<file path="src/rtl/ais_pkg.sv">
package ais_pkg;
  typedef enum logic {
    MODE_WINDOW = 1'b0,
    MODE_FRAME  = 1'b1
  } ais_mode_e;

  // Verdict of one closed observation span.
  typedef struct packed {
    logic done;   // one-cycle pulse after the span's last valid bit
    logic quiet;  // span held at most QUIET_MAX zeros (and was qualified)
  } verdict_t;

  localparam int unsigned QUIET_MAX = 2;
endpackage

</file>
<file path="src/rtl/ais_zero_tally.sv">
module ais_zero_tally
  import ais_pkg::*;
#(
  parameter int unsigned LEN = 512
) (
  input  logic     clk,
  input  logic     rst,
  input  logic     en,
  input  logic     clr,
  input  logic     bit_vld,
  input  logic     bit_in,
  input  logic     qual,
  output verdict_t vd
);
  localparam int unsigned CW = (LEN > 2) ? $clog2(LEN) : 1;

  logic [CW-1:0] pos;
  logic [1:0]    zc;
  logic [1:0]    zsum;
  logic          last;

  assign last = (pos == CW'(LEN - 1));

  // Saturating zero count including the current bit.
  always_comb begin
    if (bit_in || zc == 2'd3) zsum = zc;
    else                      zsum = zc + 2'd1;
  end

  always_ff @(posedge clk) begin
    if (rst || clr) begin
      pos <= '0;
      zc  <= '0;
      vd  <= '0;
    end else begin
      vd.done <= 1'b0;
      if (en && bit_vld) begin
        if (last) begin
          pos      <= '0;
          zc       <= '0;
          vd.done  <= 1'b1;
          vd.quiet <= (zsum <= 2'(QUIET_MAX)) && qual;
        end else begin
          pos <= pos + CW'(1);
          zc  <= zsum;
        end
      end
    end
  end
endmodule

</file>
<file path="src/rtl/ais_pair_judge.sv">
module ais_pair_judge
  import ais_pkg::*;
(
  input  logic     clk,
  input  logic     rst,
  input  logic     clr,
  input  verdict_t vd,
  output logic     set_req,
  output logic     clr_req
);
  logic hist;
  logic hist_ok;

  assign set_req = vd.done && hist_ok &&  hist &&  vd.quiet;
  assign clr_req = vd.done && hist_ok && !hist && !vd.quiet;

  always_ff @(posedge clk) begin
    if (rst || clr) begin
      hist    <= 1'b0;
      hist_ok <= 1'b0;
    end else if (vd.done) begin
      hist    <= vd.quiet;
      hist_ok <= 1'b1;
    end
  end
endmodule

</file>
<file path="src/rtl/ais_alarm_core.sv">
module ais_alarm_core
  import ais_pkg::*;
(
  input  logic      clk,
  input  logic      rst,
  input  logic      restart,
  input  ais_mode_e mode,
  input  logic      fas_found,
  input  logic      sim_en,
  input  logic      f_set,
  input  logic      f_clr,
  input  verdict_t  w_vd,
  output logic      ais,
  output logic      ais_irq
);
  logic cond;
  logic cond_d;
  logic ais_d;

  always_comb begin
    cond_d = cond;
    if (!restart) begin
      if (mode == MODE_FRAME) begin
        if (fas_found)  cond_d = 1'b0;
        else if (f_set) cond_d = 1'b1;
        else if (f_clr) cond_d = 1'b0;
      end else if (w_vd.done) begin
        cond_d = w_vd.quiet;
      end
    end
    ais_d = cond_d | sim_en;
  end

  always_ff @(posedge clk) begin
    if (rst) begin
      cond    <= 1'b0;
      ais     <= 1'b0;
      ais_irq <= 1'b0;
    end else begin
      cond    <= cond_d;
      ais     <= ais_d;
      ais_irq <= ais_d & ~ais;
    end
  end
endmodule

</file>
<file path="src/rtl/ais_detector.sv">
module ais_detector
  import ais_pkg::*;
#(
  parameter int unsigned PERIOD_BITS = 512,
  parameter int unsigned WINDOW_BITS = 512000
) (
  input  logic clk,
  input  logic rst,
  input  logic bit_vld,
  input  logic bit_in,
  input  logic mode_sel,
  input  logic lfa,
  input  logic fas_found,
  input  logic sim_en,
  output logic ais,
  output logic ais_irq
);
  ais_mode_e mode;
  logic      mode_q;
  logic      restart;
  verdict_t  f_vd;
  verdict_t  w_vd;
  logic      f_set;
  logic      f_clr;
  logic      eval_pulse;

  assign mode       = ais_mode_e'(mode_sel);
  assign restart    = (mode_sel != mode_q);
  assign eval_pulse = f_vd.done | w_vd.done;

  always_ff @(posedge clk) begin
    mode_q <= mode_sel;
  end

  ais_zero_tally #(.LEN(PERIOD_BITS)) u_frame_tally (
    .clk     (clk),
    .rst     (rst),
    .en      (mode == MODE_FRAME),
    .clr     (restart),
    .bit_vld (bit_vld),
    .bit_in  (bit_in),
    .qual    (1'b1),
    .vd      (f_vd)
  );

  ais_zero_tally #(.LEN(WINDOW_BITS)) u_window_tally (
    .clk     (clk),
    .rst     (rst),
    .en      (mode == MODE_WINDOW),
    .clr     (restart),
    .bit_vld (bit_vld),
    .bit_in  (bit_in),
    .qual    (lfa),
    .vd      (w_vd)
  );

  ais_pair_judge u_judge (
    .clk     (clk),
    .rst     (rst),
    .clr     (restart),
    .vd      (f_vd),
    .set_req (f_set),
    .clr_req (f_clr)
  );

  ais_alarm_core u_core (
    .clk       (clk),
    .rst       (rst),
    .restart   (restart),
    .mode      (mode),
    .fas_found (fas_found),
    .sim_en    (sim_en),
    .f_set     (f_set),
    .f_clr     (f_clr),
    .w_vd      (w_vd),
    .ais       (ais),
    .ais_irq   (ais_irq)
  );
endmodule

</file>
<file path="config.mk">
export PLATFORM = sky130hd
export DESIGN_NAME = ais_detector
export DESIGN_NICKNAME = d
export VERILOG_FILES = /design/src/rtl/ais_pkg.sv /design/src/rtl/ais_zero_tally.sv /design/src/rtl/ais_pair_judge.sv /design/src/rtl/ais_alarm_core.sv /design/src/rtl/ais_detector.sv
export SDC_FILE = /design/constraint.sdc
export NUM_CORES = 1
export LEC_CHECK = 0
export ABC_AREA = 1
export BUFFER_PORTS_ARGS = -buffer_cell sky130_fd_sc_hd__buf_2
export CAP_MARGIN = 20
export CELL_PAD_IN_SITES_DETAIL_PLACEMENT = 0
export CELL_PAD_IN_SITES_GLOBAL_PLACEMENT = 1
export CORE_MARGIN = 1
export CORE_UTILIZATION = 44
export DETAILED_ROUTE_END_ITERATION = 7
export GPL_TIMING_DRIVEN = 0
export PLACE_DENSITY_LB_ADDON = 0.1
export SLEW_MARGIN = 5
export SYNTH_ARGS = -nofsm -noshare
export SYNTH_HDL_FRONTEND = slang
export SYNTH_SLANG_ARGS = --single-unit
</file>
<file path="constraint.sdc">
create_clock -name clk -period 1.6 [get_ports clk]
set_clock_uncertainty 0.1 [all_clocks]
set_input_delay 0.08 -clock clk [delete_from_list [all_inputs] [get_ports clk]]
set_output_delay 0.08 -clock clk [all_outputs]
set_load 0.02 [all_outputs]
</file>
* Word level (Yosys, flattened, before mapping) *
Cells that the tools add are included.

word-level totals
  bits in registers = 42
  bits in latches = 0
  RAM bits = 0
  memory bits (read-only) = 0
  output and inout port bits = 2
  memories = 0

operators by class
  $add $sub $neg = 4
  multipliers = 0
  div/mod/pow operators = 0
  magnitude comparators = 2
  equality and inequality tests = 5
  shifts and indexed selects = 0
  multiplexer cells = 14
  bitwise gates (word level) = 6
  reduce and logical (&&, ||, !) cells = 17

operators by type and width
  kind                                            number
  adder 19 x 1 -> 19 bit (second input constant)  1
  == test 19 bit (second input constant)          1
  2-to-1 mux 19 bit                               1
  2-to-1 mux 2 bit                                6
  adder 9 x 1 -> 9 bit (second input constant)    1
  == test 9 bit (second input constant)           1
  2-to-1 mux 9 bit                                1
  logical AND 1 bit                               8
  2-to-1 mux 1 bit                                6
  adder 2 x 1 -> 2 bit (second input constant)    2
  == test 2 bit (second input constant)           2
  <= comparator 2 bit (second input constant)     2
  NOT 1 bit                                       4
  AND reduction 2 bit                             2
  OR reduction 2 bit                              2
  logical OR 1 bit                                3
  zero test 1 bit                                 2
  bitwise AND 1 bit                               1
  inequality test 1 bit                           1
  bitwise OR 1 bit                                1

* Logic depth before layout (Yosys ltp) *
Gate-level depths: netlist of run 1.

  word-level depth = 10
  depth in mapped cells = 9
  depth with buffers taken out = 9

* Modules after synthesis *
From an unflattened synthesis of run 1, not the netlist that was laid out.

second synthesis, totals
  cells, all modules = 330
  area total of the unflattened synthesis = 2223.4 µm²

by module, submodules not included
  module                           instances  cells each  area each (µm²)
  ais_zero_tally (u_window_tally)  1          176         1218.7
  ais_zero_tally (u_frame_tally)   1          108         703.2
  ais_alarm_core                   1          25          166.4
  ais_pair_judge                   1          14          90.1
  ais_detector                     1          7           45.0

* Worst setup path after synthesis of run 1 *
No wires, ideal clock.

  path kind = register to register
  start point = register u_frame_tally.pos[3]
  end point = register u_frame_tally.pos[7]
  arrival time = 1242 ps
  required time = 1385 ps
  slack = 143 ps
  stages on the path, launching flop included = 10
  period minus slack after synthesis = 1457 ps
  path through = dfxtp_1 -> nand3_1 -> inv_1 -> nand3_1 -> nor3_1 -> ha_1 -> nand2_1 -> nand2_2 -> a21oi_1 -> o21a_1

between the ends
  longest elaborated chain between the ends = 2
  elaborated cells between the ends (all ways) = 3
  classes of those cells = add/sub (1); eq/ne (1); mux (1)

RTL lines
  what                          RTL line              text
  start, declared               ais_zero_tally.sv:17  logic [CW-1:0] pos;
  start signal, assigned        ais_zero_tally.sv:44  pos <= pos + CW'(1);
  == test 9 bit                 ais_zero_tally.sv:22  assign last = (pos == CW'(LEN - 1));
  named net u_frame_tally.last  ais_zero_tally.sv:20  logic last;
  2-to-1 mux 9 bit              ais_zero_tally.sv:38  if (last) begin

The timed path passes the listed nets, and every way through them passes these cells.
A chain may end at the register's enable or synchronous reset.

* Final worst setup path of run 1 *
  start point = register u_frame_tally.pos[4]
  end point = register u_frame_tally.pos[7]

Same word-level chain as after synthesis.

==> results of run 1 <==
==> power by group <==
group	switching, mW	leakage (nW)	internal (mW)
logic	0.0796	0.496	0.0461
clock network	0.369	0.0482	0.349
registers	0.00710	0.343	1.05
==> worst paths after layout <==
path                                             to
setup / recovery  u_frame_tally.pos[7]$_SDFFE_PP0P_
hold / removal    u_window_tally.zc[1]$_SDFFE_PP0P_
setup reg to reg  u_frame_tally.pos[7]$_SDFFE_PP0P_
hold reg to reg           u_core.ais_irq$_SDFF_PP0_
==> metal layers <==
metal / vias to the layer above / track usage
met1: 757 / 0.234
li1: 930 / -
met4: 0 / 0.0622
met5: - / 0
met2: 12 / 0.286
met3: 5 / 0.0548
==> flip-flops by register name, summed over array words and instances (netlist names), 2 cells and up <==
register            flops
u_window_tally.pos     19
u_frame_tally.pos       9
u_window_tally.vd       2
u_window_tally.zc       2
u_frame_tally.vd        2
u_frame_tally.zc        2
==> area by class of cell <==
class                   count  area (um2)
fillers                   449        1980
multi-input cells         197        1160
flip-flops and latches     42         851
repair buffers             19         133
inverters                  33         126
clock buffers               7        86.3
well taps                  52        65.1
plain buffers               2        15.0
clock inverters             1        5.00
==> worst register-to-register path, delay by kind of cell, from the launching register on <==
kind | cells | cell delay (ps)
simple gates | 5 | 550
fa+ha+maj | 1 | 240
flops | 1 | 360
buf+inv | 1 | 80
compound gates | 2 | 130
==> logic make-up (layout without fill, tap and decap cells) <==
logic type | Yosys count | count (layout) | share of synthesized area
xor gates and xnor gates | 11 | 11 | 0.0474
adders and majority gates | 5 | 5 | 0.0308
DFF | 42 | 42 | 0.413
and+or+nand+nor | 150 | 150 | 0.354
buffers and inverters | 35 | 62 | 0.0683
muxes | 2 | 2 | 0.0105
AOI/OAI and AO/OA | 29 | 29 | 0.0757
==> cells in the final DEF (no fill, tap or decap), types with 2 or more instances in the layout <==
cell / n
a21oi_1: 14
buf_2: 9
buf_4: 5
clkbuf_8: 6
dfxtp_1: 36
dfxtp_2: 5
dlygate4sd3_1: 5
ha_1: 2
ha_4: 2
inv_1: 29
inv_2: 3
nand2_1: 60
nand2_2: 5
nand2_4: 2
nand3_1: 13
nand3_2: 4
nand4_1: 5
nor2_1: 37
nor2_2: 3
nor2_4: 5
nor3_1: 3
nor3_2: 4
nor3b_1: 2
o21ai_0: 10
xnor2_1: 4
xor2_1: 7
==> what timing repair did <==
| item | in CTS | in global routing |
|---|---|---|
| setup endpoints to repair | 7 | 27 |
| buffers inserted | 0 | 5 |
| resized for setup | 5 | 25 |
| endpoints found under the hold margin | 4 | 0 |
| gates cloned | 0 | 0 |
| hold buffers | 5 | 0 |
| pin swaps | 0 | 11 |
==> per-stage QoR <==
step / hold slack (ps) / worst slack, ps / cells / setup TNS [ps]
2_1_floorplan: 7.72 / 143 / 274 / 0
3_3_place_gp: 138 / -86.7 / 335 / -144
3_5_place_dp: 139 / -60.0 / 335 / -70.7
4_1_cts: 143 / 7.46 / 348 / 0
5_1_grt: 171 / -70.0 / 353 / -331
6_report: 150 / 25.9 / 353 / 0
==> results.md, run 1 <==
- Stages on worst setup path: 9
- Clock Path Buffers: 2
- CP Launch Type: register
- TritonCTS Buffers: 5
- Crit-path slowest cell: dfxtp_2
- Drt first-iter violations: 64
- CTS root buffer: clkbuf_8
- Number of diodes: 0
- Final setup fails: 0
- Slew @ Worst Pin: 549 ps
- DP Wirelength: 2840 um
- First-pass GRT wire length: 7070 um
- Synth Instances: 274
- WHS Path Cells: 6
- DR pass1 iterations: 4
- Layout Nets: 313
- Max IR drop VDD: 0.440 mV
- Hold crit path type: in2reg
- Mapped cell area: 0.00203 mm2
- Synth area leader: dfxtp_1
- Routed WL: 3990 um
- Normalized max-slew margin: 0.634
- R2R depth: 9
- Row count: 24
- Netlist cell types: 34
- Die height: 70 um
- Synthesis Warnings: 0
- #FFs+latches synth: 42
- Post-synth top area share: 0.413
- Power per Cell Area: 781 mW/mm2
- Fin crit share: 0.984
- I/O pin total: 10
- Critical path cell sequence: nand3_2, inv_2, nand3_2, nor3_2, ha_2, nand2_2, nand2_4, a21oi_2, o21a_1
- CTS tree: built
- Critical path's largest stage delay: 360 ps
- Via density: 4.83
- Met3 routed WL: 93 um
- Top post-synthesis cells by count: nand2_1, dfxtp_1, nor2_1
- Fin crit period: 1570 ps
- Status: complete, no violations
- GR Overflow Total: 0
- Chip Width: 70 um
- I/O Buffers: 9
- Vias in the first global route: 1613
- Tot Pwr: 1.90 mW
- Primary FF master, synth: dfxtp_1
- GRT Total Usage: 0.181
- CP arrival: 1660 ps
- RSZ-0062 raised after global routing: true
- Largest net degree at the start of global routing: 13
- Layout cell share with drive strength beyond 1: 0.219
- Post-DRT Antenna Nets: 0
- EDFF count, synth: 0
- WL met2: 1820 um
- P&R area growth vs syn: 19.9%
- Buf/Inv on CP: 1
- Initial core utilization: 0.461
- Placer Congestion: 0.755
- # DRC: 0
- Design area: 0.00244 mm2
- Req. time, crit path: 1690 ps
- Crit path max-delay family: simple AND/OR/NAND/NOR gates
- Sink Count: 42
- Met1 WL: 2040 um
- Top cells by area, synth: dfxtp_1, nand2_1, nor2_1
- Count leader, synth: nand2_1
- Flop2flop setup slack: 30 ps
- DR vias: 1704
- Crit path capture type: register
- Ys async rst share: 0
- Avg Cell Area, Syn: 7.43 um2
- Max-cap check violation count: 0
- Leak: 0.887 nW
- Kind of critical path: reg2reg
- WL per Instance: 11.3 um
- Max layer used: met4
- CP Launch Point: u_frame_tally.pos[4]$_SDFFE_PP0P_
- Clk Latency, worst-skew pair: 300 ps
- Most used cell, CP: nand3_2
- Cell Area, Placed: 0.00214 mm2
- Clock slew at the register clock pins of the worst setup and hold paths: 80 ps
- Core Region: 0.00441 mm2
- Sequential area share after synthesis: 0.413
- Initial antenna violation count: 0
- Mapped Nets: 287
- H-Tree Depth: 2
- Final Hold Viols: 0
- Max Transition Viols Final: 0
- Post-layout util: 0.552
- Area of the die: 0.00490 mm2
- Max FO, Critical Path: 7
- FMAX: 635 MHz
- Hold Path Origin: bit_in
- Worst r2r src: u_frame_tally.pos[4]$_SDFFE_PP0P_
Power figures use the tool's default switching activity.
==> run 2, diff against run 1 <==
--- a/config.mk
+++ b/config.mk
@@ -5,17 +5,15 @@
 export SDC_FILE = /design/constraint.sdc
 export NUM_CORES = 1
 export LEC_CHECK = 0
-export ABC_AREA = 1
 export BUFFER_PORTS_ARGS = -buffer_cell sky130_fd_sc_hd__buf_2
 export CAP_MARGIN = 20
 export CELL_PAD_IN_SITES_DETAIL_PLACEMENT = 0
 export CELL_PAD_IN_SITES_GLOBAL_PLACEMENT = 1
 export CORE_MARGIN = 1
-export CORE_UTILIZATION = 44
+export CORE_UTILIZATION = 45
 export DETAILED_ROUTE_END_ITERATION = 7
 export GPL_TIMING_DRIVEN = 0
 export PLACE_DENSITY_LB_ADDON = 0.1
-export SLEW_MARGIN = 5
 export SYNTH_ARGS = -nofsm -noshare
 export SYNTH_HDL_FRONTEND = slang
 export SYNTH_SLANG_ARGS = --single-unit
==> run 2 against run 1 <==
- the flow now finishes with violations (setup timing)
- synthesized cell count is 21% lower
- combinational power is 27% higher
- sequential share of layout area is 1.1 points lower
- hold slack worse by 85 ps
- synthesized area is 7.1% lower
- critical endpoint is now u_window_tally.vd[0]$_SDFFE_PP0P_
==> results.md, run 2 <==
- Hold Path Origin: lfa
- GR Overflow Total: 0 (unchanged)
- Design area: 0.00258 mm2 (+5.7%)
- Setup slack after layout: -229 ps (-255 ps)
- Hold crit path type: in2reg
- Met1 Use GR: 0.275 (+0.0407)
- Netlist cell types: 41 (+21%)
- Final TNS setup: -2590 ps (-2590 ps)
- Kind of critical path: reg2reg
- Largest net degree at the start of global routing: 12 (-1)
- Normalized max-slew margin: 0.651 (+0.0163)
- Commonest non-fill, non-tap cell in the layout: buf_4
- First-pass GRT wire length: 7330 um (+3.7%)
- M3 GR Usage: 0.0428 (-0.0120)
- Area of the die: 0.00446 mm2 (-8.9%)
- CP Launch Type: register
- Max Transition Viols Final: 0 (unchanged)
- Initial core utilization: 0.469 (+0.00837)
- EDFF count, synth: 0 (unchanged)
- FILL cells: 334 (-26%)
- Clk Latency, worst-skew pair: 290 ps (about the same)
- Power per Cell Area: 722 mW/mm2 (-7.5%)
- Register Area: 872 um2 (+2.5%)
- CTS tree: built
- Cell Area, Placed: 0.00205 mm2 (-4.6%)
- Top post-synthesis cells by count: dfxtp_1, nor2_1, nand2_1
- Post-synth top area share: 0.445 (+0.0315)
- Mapped Nets: 229 (-20%)
- Most frequent cells in the layout: buf_4, dfxtp_1, nand2_1, nor2_1, xor2_1
- Top cells by area, synth: dfxtp_1, xor2_1, nor2_1
- Max-cap check violation count: 0 (unchanged)
- Number of diodes: 0 (unchanged)
- Drt first-iter violations: 70 (+9.4%)
- DR vias: 1739 (+2.1%)
- Req. time, crit path: 1720 ps (+30 ps)
- Post-DRT Antenna Nets: 0 (unchanged)
- Final setup fails: 21 (+21)
- I/O Buffers: 9 (unchanged)
- Synth area leader: dfxtp_1
- WL per Instance: 14.3 um (+26%)
- Crit path capture type: register
- Failing checks: setup timing
- CP arrival: 1950 ps (+290 ps)
- Dpl ws: -436 ps (-376 ps)
- Sequential area share after synthesis: 0.445 (+0.0315)
- DR pass1 iterations: 4 (unchanged)
- TritonCTS Buffers: 5 (unchanged)
- Synth Instances: 216 (-21%)
- Ys async rst share: 0 (unchanged)
- CTS root buffer: clkbuf_8
- RSZ-0062 raised after global routing: true
- Max IR drop VDD: 0.538 mV (+22%)
- Fin crit period: 1830 ps (+255 ps)
- Fin crit share: 1.14 (+0.160)
- Clock slew at the register clock pins of the worst setup and hold paths: 80 ps (about the same)
- DP Wirelength: 2710 um (-4.5%)
- Vias in the first global route: 1682 (+4.3%)
- Layout cell share with drive strength beyond 1: 0.396 (+0.177)
- Met2 GRT Util: 0.359 (+0.0723)
- Mapped cell area: 0.00189 mm2 (-7.1%)
- Synthesis Warnings: 0 (unchanged)
- Routed WL: 4490 um (+12%)
- Slew @ Worst Pin: 524 ps (-24.4 ps)
- Status: finished with violations
- #FFs+latches synth: 42 (unchanged)
- Layout Nets: 278 (-11%)
- Multi-input logic area: 0.00118 mm2 (+2.2%)
- I/O pin total: 10 (unchanged)
- Sink Count: 42 (unchanged)
- Chip Width: 66.8 um (-4.6%)
- Row count: 23 (-4.2%)
- Avg Cell Area, Syn: 8.75 um2 (+18%)
- Leak: 0.901 nW (+1.5%)
- P&R area growth vs syn: 36.3%
- Max reg flops: 19 (unchanged)
- Primary FF master, synth: dfxtp_1
- Largest regs: u_window_tally.pos (19), u_frame_tally.pos (9)
- Worst r2r src: u_window_tally.pos[0]$_SDFFE_PP0P_
- Placer Congestion: 0.783 (+3.8%)
- Initial antenna violation count: 0 (unchanged)
- Via density: 5.52 (+14%)
- Clock Path Buffers: 2 (unchanged)
- GR peak layer: met2
- Count leader, synth: dfxtp_1
- Top reg by flops: u_window_tally.pos
- H-Tree Depth: 2 (unchanged)
- CP Launch Point: u_window_tally.pos[0]$_SDFFE_PP0P_
- FMAX: 547 MHz (-14%)
- Final Hold Viols: 0 (unchanged)
- GRT Total Usage: 0.215 (+0.0344)
- Post-layout util: 0.640 (+0.0873)
- # DRC: 0 (unchanged)
- Tot Pwr: 1.86 mW (-2.3%)
- Die height: 66.8 um (-4.6%)
- Core Region: 0.00403 mm2 (-8.7%)
- Max FO, Critical Path: 5 (-2)
-- run 2: cell types whose count changed in the layout (fill, tap and decap cells not counted), moves of 6 or more --
cell	delta
inv_1	-27
a21oi_1	-8
buf_4	+21
nor2_2	+8
nand2_1	-42
xor2_1	+7
a21oi_2	+6
dfxtp_2	+8
nor2_1	-20
o21ai_0	-7
buf_6	+7
dfxtp_1	-11
-- run 2: logic make-up after synthesis --
kind of cell	share of synthesized area
muxes	0.00529
xor gates and xnor gates	0.0834
DFF	0.445
adders and majority gates	0.0331
and+or+nand+nor	0.291
buffers and inverters	0.0225
AOI/OAI and AO/OA	0.120
-- run 2: per-layer routing --
metal  vias to the layer above  part of all wire
met1                       834              0.49
met5                         -                 0
met3                         5             0.025
li1                        878                 -
met2                        22              0.48
met4                         0            0.0069
-- run 2: where the power goes --
group          switching (mW)  internal [mW]
registers              0.0111           1.05
logic                  0.0945         0.0657
clock network           0.336          0.301
total                   0.442           1.42
-- run 2: worst paths after layout --
kind	depth (start not counted)	endpoint	slack, ps
max reg2reg	6	u_window_tally.vd[0]$_SDFFE_PP0P_	-230
min reg2reg	2	u_judge.hist_ok$_SDFFE_PP0P_	390
min	4	u_window_tally.vd[0]$_SDFFE_PP0P_	60
max	6	u_window_tally.vd[0]$_SDFFE_PP0P_	-230
-- run 2: cell type report --
class                   instances  share of cell area
plain buffers                   6              0.0160
clock buffers                   7              0.0296
multi-input cells             164               0.459
inverters                       2             0.00291
flip-flops and latches         42               0.338
repair buffers                 44               0.130
well taps                      50              0.0243
-- run 2: worst max-delay path, cell delays in order (launching register included) --
cell and delay, ps:
dfxtp_4 370, ha_4 140, and4b_2 250, nand4_1 100, buf_6 150, or4_4 510, a21oi_2 150
-- run 2: stage by stage --
step | hold slack (ps) | instances
3_3_place_gp | 97.5 | 275
3_5_place_dp | 102 | 275
5_1_grt | 68.2 | 315
6_report | 64.7 | 315
2_1_floorplan | 7.72 | 216
4_1_cts | 46.2 | 304
-- run 2: what timing repair did --
action / 4_1_cts / 5_1_grt
hold buffers: 3 / 0
gates resized for setup: 33 / 33
setup endpoints to repair: 30 / 30
buffers inserted: 18 / 12
gates cloned: 2 / 0
pin swaps: 26 / 15
endpoints found under the hold margin: 4 / 0
